===== src/rtl/wcev_pkg.sv =====
package wcev_pkg;

    localparam int REG_W    = 32;
    localparam int COMP_BIT = 0;
    localparam int PEND_BIT = 30;
    localparam int MASK_BIT = 31;

    typedef struct packed {
        logic [REG_W-1:0] addr;
        logic [REG_W-1:0] data;
    } irq_msg_t;

    typedef struct packed {
        logic fire;
        logic comp_set;
        logic comp_clr;
        logic pend_set;
        logic pend_clr;
    } evt_dec_t;

    // Decide one cycle of completion-event behaviour.
    function automatic evt_dec_t decide_event(
        input logic ev_req,
        input logic comp_q,
        input logic pend_q,
        input logic mask_next,
        input logic unmask_wr,
        input logic sts_clr
    );
        evt_dec_t d;
        logic     ev;
        logic     replay;
        ev         = ev_req & ~comp_q;
        replay     = unmask_wr & pend_q & ~sts_clr;
        d.fire     = (ev & ~mask_next) | replay;
        d.comp_set = ev;
        d.comp_clr = sts_clr;
        d.pend_set = ev & mask_next;
        d.pend_clr = sts_clr | replay;
        return d;
    endfunction

endpackage


===== src/rtl/wcev_status_wr.sv =====
module wcev_status_wr
    import wcev_pkg::*;
#(
    parameter int ADDR_W = 48
) (
    input  logic              clk,
    input  logic              rst,
    input  logic              req,
    input  logic [REG_W-1:0]  data_in,
    input  logic [ADDR_W-3:0] dw_addr,
    output logic              wr_valid,
    output logic [ADDR_W-1:0] wr_addr,
    output logic [REG_W-1:0]  wr_data
);
    localparam int SHIFT = 2;

    always_ff @(posedge clk) begin
        if (rst) begin
            wr_valid <= 1'b0;
            wr_addr  <= '0;
            wr_data  <= '0;
        end else begin
            wr_valid <= req;
            if (req) begin
                wr_addr <= {dw_addr, {SHIFT{1'b0}}};
                wr_data <= data_in;
            end
        end
    end
endmodule


===== src/rtl/wcev_event_core.sv =====
module wcev_event_core
    import wcev_pkg::*;
(
    input  logic             clk,
    input  logic             rst,
    input  logic             ev_req,
    input  logic             ctl_we,
    input  logic [REG_W-1:0] ctl_wdata,
    input  logic             sts_we,
    input  logic [REG_W-1:0] sts_wdata,
    output logic             fire,
    output logic             comp_q,
    output logic             pend_q,
    output logic             mask_q
);
    logic     mask_next;
    logic     sts_clr;
    logic     unmask_wr;
    evt_dec_t dec;

    always_comb begin
        mask_next = ctl_we ? ctl_wdata[MASK_BIT] : mask_q;
        sts_clr   = sts_we & sts_wdata[COMP_BIT];
        unmask_wr = ctl_we & ~ctl_wdata[MASK_BIT];
        dec       = decide_event(ev_req, comp_q, pend_q, mask_next, unmask_wr, sts_clr);
        fire      = dec.fire;
    end

    always_ff @(posedge clk) begin
        if (rst) begin
            comp_q <= 1'b0;
            pend_q <= 1'b0;
            mask_q <= 1'b1;
        end else begin
            mask_q <= mask_next;
            if (dec.comp_set)      comp_q <= 1'b1;
            else if (dec.comp_clr) comp_q <= 1'b0;
            if (dec.pend_set)      pend_q <= 1'b1;
            else if (dec.pend_clr) pend_q <= 1'b0;
        end
    end
endmodule


===== src/rtl/wcev_msg_gen.sv =====
module wcev_msg_gen
    import wcev_pkg::*;
(
    input  logic             clk,
    input  logic             rst,
    input  logic             fire,
    input  logic             edata_we,
    input  logic [REG_W-1:0] edata_wdata,
    input  logic             eaddr_we,
    input  logic [REG_W-1:0] eaddr_wdata,
    output logic [REG_W-1:0] edata_q,
    output logic [REG_W-1:0] eaddr_q,
    output logic             msg_valid,
    output irq_msg_t         msg
);
    always_ff @(posedge clk) begin
        if (rst) begin
            edata_q   <= '0;
            eaddr_q   <= '0;
            msg_valid <= 1'b0;
            msg       <= '0;
        end else begin
            if (edata_we) edata_q <= edata_wdata;
            if (eaddr_we) eaddr_q <= eaddr_wdata;
            msg_valid <= fire;
            if (fire) begin
                msg.addr <= eaddr_q;
                msg.data <= edata_q;
            end
        end
    end
endmodule


===== src/rtl/wait_event_ctrl.sv =====
module wait_event_ctrl
    import wcev_pkg::*;
#(
    parameter int ADDR_W = 48
) (
    input  logic              clk,
    input  logic              rst,
    input  logic              wd_valid,
    input  logic              wd_stat_wr,
    input  logic              wd_irq,
    input  logic [31:0]       wd_stat_data,
    input  logic [ADDR_W-3:0] wd_stat_addr,
    input  logic              sw_ctl_we,
    input  logic [31:0]       sw_ctl_wdata,
    input  logic              sw_sts_we,
    input  logic [31:0]       sw_sts_wdata,
    input  logic              sw_edata_we,
    input  logic [31:0]       sw_edata_wdata,
    input  logic              sw_eaddr_we,
    input  logic [31:0]       sw_eaddr_wdata,
    output logic [31:0]       ctl_rd,
    output logic [31:0]       sts_rd,
    output logic [31:0]       edata_rd,
    output logic [31:0]       eaddr_rd,
    output logic              st_wr_valid,
    output logic [ADDR_W-1:0] st_wr_addr,
    output logic [31:0]       st_wr_data,
    output logic              msg_valid,
    output logic [31:0]       msg_addr,
    output logic [31:0]       msg_data
);
    logic     fire;
    logic     comp_q;
    logic     pend_q;
    logic     mask_q;
    irq_msg_t msg;

    wcev_status_wr #(.ADDR_W(ADDR_W)) u_stwr (
        .clk      (clk),
        .rst      (rst),
        .req      (wd_valid & wd_stat_wr),
        .data_in  (wd_stat_data),
        .dw_addr  (wd_stat_addr),
        .wr_valid (st_wr_valid),
        .wr_addr  (st_wr_addr),
        .wr_data  (st_wr_data)
    );

    wcev_event_core u_core (
        .clk       (clk),
        .rst       (rst),
        .ev_req    (wd_valid & wd_irq),
        .ctl_we    (sw_ctl_we),
        .ctl_wdata (sw_ctl_wdata),
        .sts_we    (sw_sts_we),
        .sts_wdata (sw_sts_wdata),
        .fire      (fire),
        .comp_q    (comp_q),
        .pend_q    (pend_q),
        .mask_q    (mask_q)
    );

    wcev_msg_gen u_msg (
        .clk         (clk),
        .rst         (rst),
        .fire        (fire),
        .edata_we    (sw_edata_we),
        .edata_wdata (sw_edata_wdata),
        .eaddr_we    (sw_eaddr_we),
        .eaddr_wdata (sw_eaddr_wdata),
        .edata_q     (edata_rd),
        .eaddr_q     (eaddr_rd),
        .msg_valid   (msg_valid),
        .msg         (msg)
    );

    always_comb begin
        ctl_rd           = '0;
        ctl_rd[MASK_BIT] = mask_q;
        ctl_rd[PEND_BIT] = pend_q;
        sts_rd           = '0;
        sts_rd[COMP_BIT] = comp_q;
        msg_addr         = msg.addr;
        msg_data         = msg.data;
    end
endmodule


===== config.mk =====
export PLATFORM = sky130hd
export DESIGN_NAME = wait_event_ctrl
export DESIGN_NICKNAME = d
export VERILOG_FILES = /design/src/rtl/wcev_pkg.sv /design/src/rtl/wcev_status_wr.sv /design/src/rtl/wcev_event_core.sv /design/src/rtl/wcev_msg_gen.sv /design/src/rtl/wait_event_ctrl.sv
export SDC_FILE = /design/constraint.sdc
export NUM_CORES = 1
export LEC_CHECK = 0
export ABC_AREA = 1
export CORE_AREA = 2 2 192 194
export CTS_BUF_LIST = sky130_fd_sc_hd__clkbuf_8
export DETAILED_ROUTE_END_ITERATION = 6
export DIE_AREA = 0 0 194 196
export DONT_BUFFER_PORTS = 1
export MAX_ROUTING_LAYER = met4
export PLACE_DENSITY = 0.44
export SLEW_MARGIN = 0
export SYNTH_ARGS = -nofsm -noshare
export SYNTH_HDL_FRONTEND = slang
export SYNTH_SLANG_ARGS = --single-unit

===== constraint.sdc =====
create_clock -name clk -period 1 [get_ports clk]
set_input_delay 0.2 -clock clk [delete_from_list [all_inputs] [get_ports clk]]
set_output_delay 0.2 -clock clk [all_outputs]
set_load 0.1 [all_outputs]

# After elaboration in Yosys (flattened, before gate mapping)

Index checks and enable logic that the tools add are counted.

Bits in registers: 211
Bits in latches: 0
Memory bits (writable): 0
Memory bits (read-only): 0
Bits of input ports: 215
Memories kept: 0

Add/subtract/negate cells: 0
Multiply operators: 0
Div/mod/pow operators: 0
Magnitude comparators: 0
Eq/ne operators: 0
Shifts and indexed selects: 0
Mux-type cells: 5
Bitwise operators: 15
Reduce and logical (&&, ||, !) cells: 2

Operators with widths:

| operator           | count |
|---|---|
| AND 1 bit          | 9 |
| 2-to-1 mux 1 bit   | 5 |
| inverter 1 bit     | 4 |
| nonzero test 2 bit | 2 |
| bitwise OR 1 bit   | 2 |

# Logic depth before layout (Yosys ltp)

Gate-level depths: netlist of run 1.

Depth in word-level cells: 7
Gate-level depth with buffers: 9
Depth with buffers taken out: 7

# Hierarchy

From an unflattened synthesis of run 1, not the netlist that was laid out.

Cells, all modules: 1,406
Area total of the unflattened synthesis: 9,130.0 µm²

Modules (own cells, without submodules):

| module          | instances | cells an instance | area an instance (µm²) | sequential area each (µm²) |
|---|---|---|---|---|
| wcev_msg_gen    | 1         | 814               | 5,271.3                | 2,582.5 |
| wcev_status_wr  | 1         | 500               | 3,205.6                | 1,581.5 |
| wait_event_ctrl | 1         | 69                | 499.2                  | 0.0 |
| wcev_event_core | 1         | 23                | 153.9                  | 60.1 |

# Least setup slack after synthesis of run 1

OpenSTA, ideal clock, no wires.

Kind: reg-to-reg
From: reg u_msg.msg[45] (netlist name)
To: reg u_msg.msg[45] (netlist name)
Setup time: 0.066 ns
Arrival: 1.265 ns
Path slack: -0.331 ns
Stages on the path, launching flop included: 5
Path buffers: 0
Cell sequence: dfxtp_1 inv_1 nand3_2 nand2_1 nor2_1

# Worst setup path after layout of run 1

From: reg u_core.comp_q
To: out sts_rd[0]

RTL lines:

| item                   | line                  | source |
|---|---|---|
| start, declared        | wcev_event_core.sv:12 | `output logic comp_q,` |
| start signal, assigned | wcev_event_core.sv:31 | `comp_q <= 1'b0;` |
| start signal, assigned | wcev_event_core.sv:36 | `if (dec.comp_set) comp_q <= 1'b1;` |
| start signal, assigned | wcev_event_core.sv:37 | `else if (dec.comp_clr) comp_q <= 1'b0;` |
| end, declared          | wait_event_ctrl.sv:22 | `output logic [31:0] sts_rd,` |

No word-level cell between the ends.

==> run metrics, run 1 <==
outcome=finished with violations; failing checks=hold timing, setup timing; Starting Density=0.240; via/cell ratio=4.24; CP arrival=1.14 ns; Mean Syn Cell Area=7.69 µm²; root buf cell=clkbuf_8; CP Data Required Time=0.80 ns; register area share after synthesis=0.488; relative slew slack=0.327; WL final=33.0 mm; Setup crit start kind=flip-flop; CP top delay family=flip-flops; Setup Crit Path Kind=flip-flop to output port; I/O pin cnt=489; clk slew on worst S/H paths=0.06 ns; # fillers=3174; endpoint type of the worst setup path=output port; commonest non-fill, non-tap cell in the layout=nor2_1; core area=36100 µm²; Lkg Pwr=8.20 nW; All-Layer GR Usage=0.163; vias in the first global route=9229; Critical-path top delay cell=dfxtp_4; max_cap viols=0; Ant. Diodes=0; # port buffers=0; WL met2=16.6 mm; CTS H-tree depth=2; Die Y-Extent=196 µm; DPL Wire Length=20.3 mm; RSZ-0062 raised after global routing=true; Worst-Margin Slew=1.01 ns; HP Start=sw_ctl_we; WHS=-0.0268 ns; Peak Freq=746 MHz; met1 WL=13.2 mm; worst min path class=input pin to flip-flop; TNS Setup=-80.98 ns; pwr/cell area=1600 nW/µm²; Num CTS Buffers=42; register bit total from synthesis=211; layout overhead on the synthesized area=108%; YS warnings=0; wire per inst=15.4 µm; CP Buf/Inv Count=1; min cycle time layout=1.34 ns; synthesized area=8660 µm²; total power=0.0289 W; most frequent cells in the layout=347 x nor2_1, 229 x buf_12, 171 x dlygate4sd3_1, 148 x dfxtp_2, 124 x o21ai_0; worst vdd ir=1.28 mV; Worst-Skew Late Latency=0.59 ns; Die Wd=194 µm; FF/Latch Area=4650 µm²; Final ANT Viol Nets=0; nets=1853; final worst slack=-0.340 ns; DR top layer=met4; Placer Congestion=0.749; TritonRoute pass-1 iters=5; Max Slew Vio Count=0; fin crit share=1.34; CP Cell Sequence=buf_12; hold_buf cts=177; CTS tree=yes; Max stage delay on crit path=0.37 ns; Vias=9069; clk sink count=211; row cnt=70; post-synth cell types=20; DRC viols=0; reg2reg start=u_core.comp_q; die area=38000 µm²; initial antenna violation count=0; Critical Path Source=u_core.comp_q; Initial DRC Count=212; Final Hold Vio Count=1; Multi-input gate area=3850 µm²; CP max FO=2; Max clock buf depth=3; Post-Synthesis Cells=1127; Final setup viols=288; Fin Clk Skew=0.0340 ns; maximum number of pins on one net before global-route repair=45; share of cells above drive strength 1=0.462; global route overflow=0; first-pass GRT wire length=48.1 mm; met3 WL=2.02 mm
## final cells by class
class                      count  area share
sequential                   211       0.258
multi-input combinational    764       0.214
tap                          468      0.0325
inverter                      72      0.0156
timing repair buffer         547       0.432
clock inverter                22     0.00764
clock buffer                  53      0.0405
## what timing repair did
action,CTS,global route
cloned,1,18
gates resized for setup,86,122
setup buffers,65,10
endpoints found under the hold margin,147,1
endpoints found under the setup margin,276,413
pin swaps,1,25
## flip-flops by register name, summed over array words and instances, names as in the netlist
register,cells
u_msg.msg,64
u_stwr.wr_addr,46
u_msg.eaddr_q,32
u_msg.edata_q,32
u_stwr.wr_data,32
u_core.comp_q,1
u_core.mask_q,1
u_core.pend_q,1
u_msg.msg_valid,1
u_stwr.wr_valid,1
## synthesized netlist by cell type
| cell type | number | share of area |
|---|---|---|
| nand2_1 | 71 | 0.031 |
| nand2_2 | 2 | 0.0014 |
| o21ai_0 | 141 | 0.081 |
| nand4_1 | 1 | 0.00072 |
| nor2_2 | 1 | 0.00072 |
| buf_4 | 73 | 0.063 |
| clkbuf_2 | 2 | 0.0012 |
| conb_1 | 1 | 0.00043 |
| nor2_1 | 349 | 0.15 |
| buf_6 | 12 | 0.016 |
| dfxtp_1 | 211 | 0.49 |
| buf_2 | 24 | 0.014 |
| nand3_1 | 16 | 0.0092 |
| inv_1 | 70 | 0.030 |
| o21ai_1 | 1 | 0.00058 |
| inv_2 | 2 | 0.00087 |
| buf_1 | 1 | 0.00043 |
| clkbuf_1 | 32 | 0.014 |
| a21oi_1 | 67 | 0.039 |
| nand3_2 | 50 | 0.058 |
## final timing paths
path,to,slack [ns],depth (start not counted)
setup / recovery,sts_rd[0],-0.34,1
hold / removal,u_core.mask_q,-0.03,4
setup reg to reg,u_msg.msg[7],-0.33,7
hold reg to reg,u_stwr.wr_addr[5],0.50,2
## power by group
group | internal, W | switching (W) | total [W]
clock network | 0.00525 | 0.00392 | 0.00917
registers | 0.00900 | 0.000569 | 0.00957
logic | 0.00355 | 0.00658 | 0.0101
## kinds of logic (layout without fill, tap and decap cells)
logic type | Yosys count | count (layout) | synth area share
compound gates | 209 | 209 | 0.121
buf+inv | 216 | 694 | 0.139
flops | 211 | 211 | 0.488
other cells | 1 | 63 | 0.000433
simple gates | 490 | 492 | 0.252
## per-layer routing
layer | GRT usage | up-vias
met5 | - | -
met4 | 0.0758 | 0
met3 | 0.0438 | 76
met2 | 0.282 | 324
met1 | 0.175 | 4208
li1 | - | 4461
## stage by stage
stage	instance area, µm²	util	hold slack, ns	setup WS (ns)	std cells
2_1_floorplan	9320	-	0.262	-0.123	1189
3_3_place_gp	13800	0.382	0.266	-0.315	1794
3_5_place_dp	13800	0.382	0.266	-0.344	1794
4_1_cts	17200	0.476	-0.133	-0.403	2112
5_1_grt	18000	0.499	-0.0611	-0.396	2137
6_report	18000	0.499	-0.0268	-0.340	2137
No activity file was read; power rests on OpenSTA's default activity.
==> run 2, diff against run 1 <==
--- a/config.mk
+++ b/config.mk
@@ -12,4 +12,5 @@
 export DIE_AREA = 0 0 194 196
 export DONT_BUFFER_PORTS = 1
+export HOLD_SLACK_MARGIN = 0.03
 export MAX_ROUTING_LAYER = met4
 export PLACE_DENSITY = 0.44
==> constraint.sdc (replaced) <==
create_clock -name clk -period 1 [get_ports clk]
set_input_delay 0.05 -clock clk [delete_from_list [all_inputs] [get_ports clk]]
set_output_delay 0.05 -clock clk [all_outputs]
set_load 0.1 [all_outputs]
==> run 2 against run 1 <==
Compared with the run above: the flow finishes with violations (setup timing); core utilization up 0.78 points; sequential share of layout area shrank 0.28 points; global-route usage up 1.4 points; critical endpoint is now u_msg.msg[28]; largest power group unchanged; highest routed layer unchanged.
==> run metrics, run 2 (same netlist as run 1, synthesis figures left out) <==
outcome=finished with violations; failing checks=setup timing; Worst-Margin Slew=1.15 ns; Max Slew Vio Count=0; Initial DRC Count=392; core area=36100 µm²; Final ANT Viol Nets=0; Max clock buf depth=3; clk sink count=211; row cnt=70; Starting Density=0.240; clk slew on worst S/H paths=0.06 ns; final non-filler cell total=2150; final instance area=18300 µm²; endpoint type of the worst setup path=flip-flop; DP Area=11200 µm²; Placed Cells=1782; initial antenna violation count=1; final worst slack=-0.299 ns; relative slew slack=0.233; CP Data Required Time=1.48 ns; commonest non-fill, non-tap cell in the layout=nor2_1; DPL Wire Length=19.7 mm; Setup crit start kind=flip-flop; Vias=9371; nets=1878; TNS Setup=-45.32 ns; Setup Crit Path Kind=flip-flop to flip-flop; WHS=0.00915 ns; DRC viols=0; share of cells above drive strength 1=0.454; Fin Clk Skew=0.0138 ns; top flop regs=u_msg.msg (64), u_stwr.wr_addr (46); All-Layer GR Usage=0.177; first-pass GRT wire length=52.2 mm; CP max FO=10; CP arrival=1.78 ns; WL final=35.5 mm; min cycle time layout=1.30 ns; Lkg Pwr=8.28 nW; die area=38000 µm²; I/O pin cnt=489; RSZ-0062 raised after global routing=true; layout overhead on the synthesized area=111%; root buf cell=clkbuf_8; Worst-Skew Late Latency=0.57 ns; pwr/cell area=1510 nW/µm²; worst min path class=input pin to flip-flop; CTS H-tree depth=2; most frequent cells in the layout=346 x nor2_1, 229 x buf_12, 213 x dlygate4sd3_1, 140 x o21ai_0, 139 x dfxtp_2; max reg flops=64; Final setup viols=278; Placer Congestion=0.761; vias in the first global route=9693; Reg with most FFs=u_msg.msg; total power=0.0277 W; worst vdd ir=1.20 mV; Peak Freq=770 MHz; CTS tree=yes; max_cap viols=0; Die Y-Extent=196 µm; # port buffers=0; Num CTS Buffers=39; fin crit share=1.30; Die Wd=194 µm; Final Hold Vio Count=0; global route overflow=0; via/cell ratio=4.36; maximum number of pins on one net before global-route repair=48; TritonRoute pass-1 iters=5; wire per inst=16.5 µm
==> run 2: cell types whose count changed in the layout (fill, tap and decap cells not counted), moves of 7 or more <==
cell / delta
dfxtp_4: +9
o21ai_1: -14
o21ai_0: +16
clkbuf_8: -9
a21oi_1: -8
dlygate4sd3_1: +42
buf_16: +7
inv_1: -8
dfxtp_2: -9
buf_4: -11
==> run 2: power by group <==
group,leakage [nW],switching (W),internal [W]
sequential,1.84,0.000605,0.00899
clock,0.396,0.00366,0.00421
combinational,6.05,0.00664,0.00361
==> run 2: stage by stage <==
stage	util	worst slack, ns
CTS	0.489	-0.253
detailed placement	0.310	-0.352
global placement	0.310	-0.335
finish	0.507	-0.299
floorplan	-	-0.123
global route	0.507	-0.353
==> run 2: worst paths after layout <==
kind	to	slack (ns)	from	cells past startpoint
max	u_msg.msg[28]	-0.30	u_core.pend_q	7
min	u_core.pend_q	0.009	wd_irq	5
max reg2reg	u_msg.msg[28]	-0.30	u_core.pend_q	7
min reg2reg	u_stwr.wr_data[9]	0.50	u_stwr.wr_data[9]	2
==> run 2: critical path: stages (launching register included) <==
cell and delay, ns:
dfxtp_2 0.34, nand4_1 0.11, buf_6 0.16, buf_12 0.15, buf_16 0.16, nand3_2 0.07
nand2_2 0.06, nor2_1 0.13
==> run 2: routing by layer <==
metal | track usage | routed length [µm]
met1 | 0.187 | 13400
met2 | 0.308 | 18400
met3 | 0.0483 | 2360
met4 | 0.0808 | 1390
met5 | - | 0
==> run 2: cell type report <==
| class | count | area [µm²] |
|---|---|---|
| fillers | 3051 | 17800 |
| repair buffers | 577 | 8180 |
| flip-flops and latches | 211 | 4670 |
| multi-input cells | 762 | 3890 |
| clock buffers | 44 | 606 |
| well taps | 468 | 586 |
| inverters | 72 | 273 |
| clock inverters | 15 | 90.1 |
| diodes | 1 | 2.50 |
==> run 2: repair_timing <==
item | 4_1_cts | 5_1_grt
pin swaps | 8 | 63
gates resized for setup | 751 | 74
hold buffers | 210 | 7
buffers inserted | 69 | 7
cloned | 5 | 10
setup endpoints to repair | 276 | 387
endpoints found under the hold margin | 211 | 35
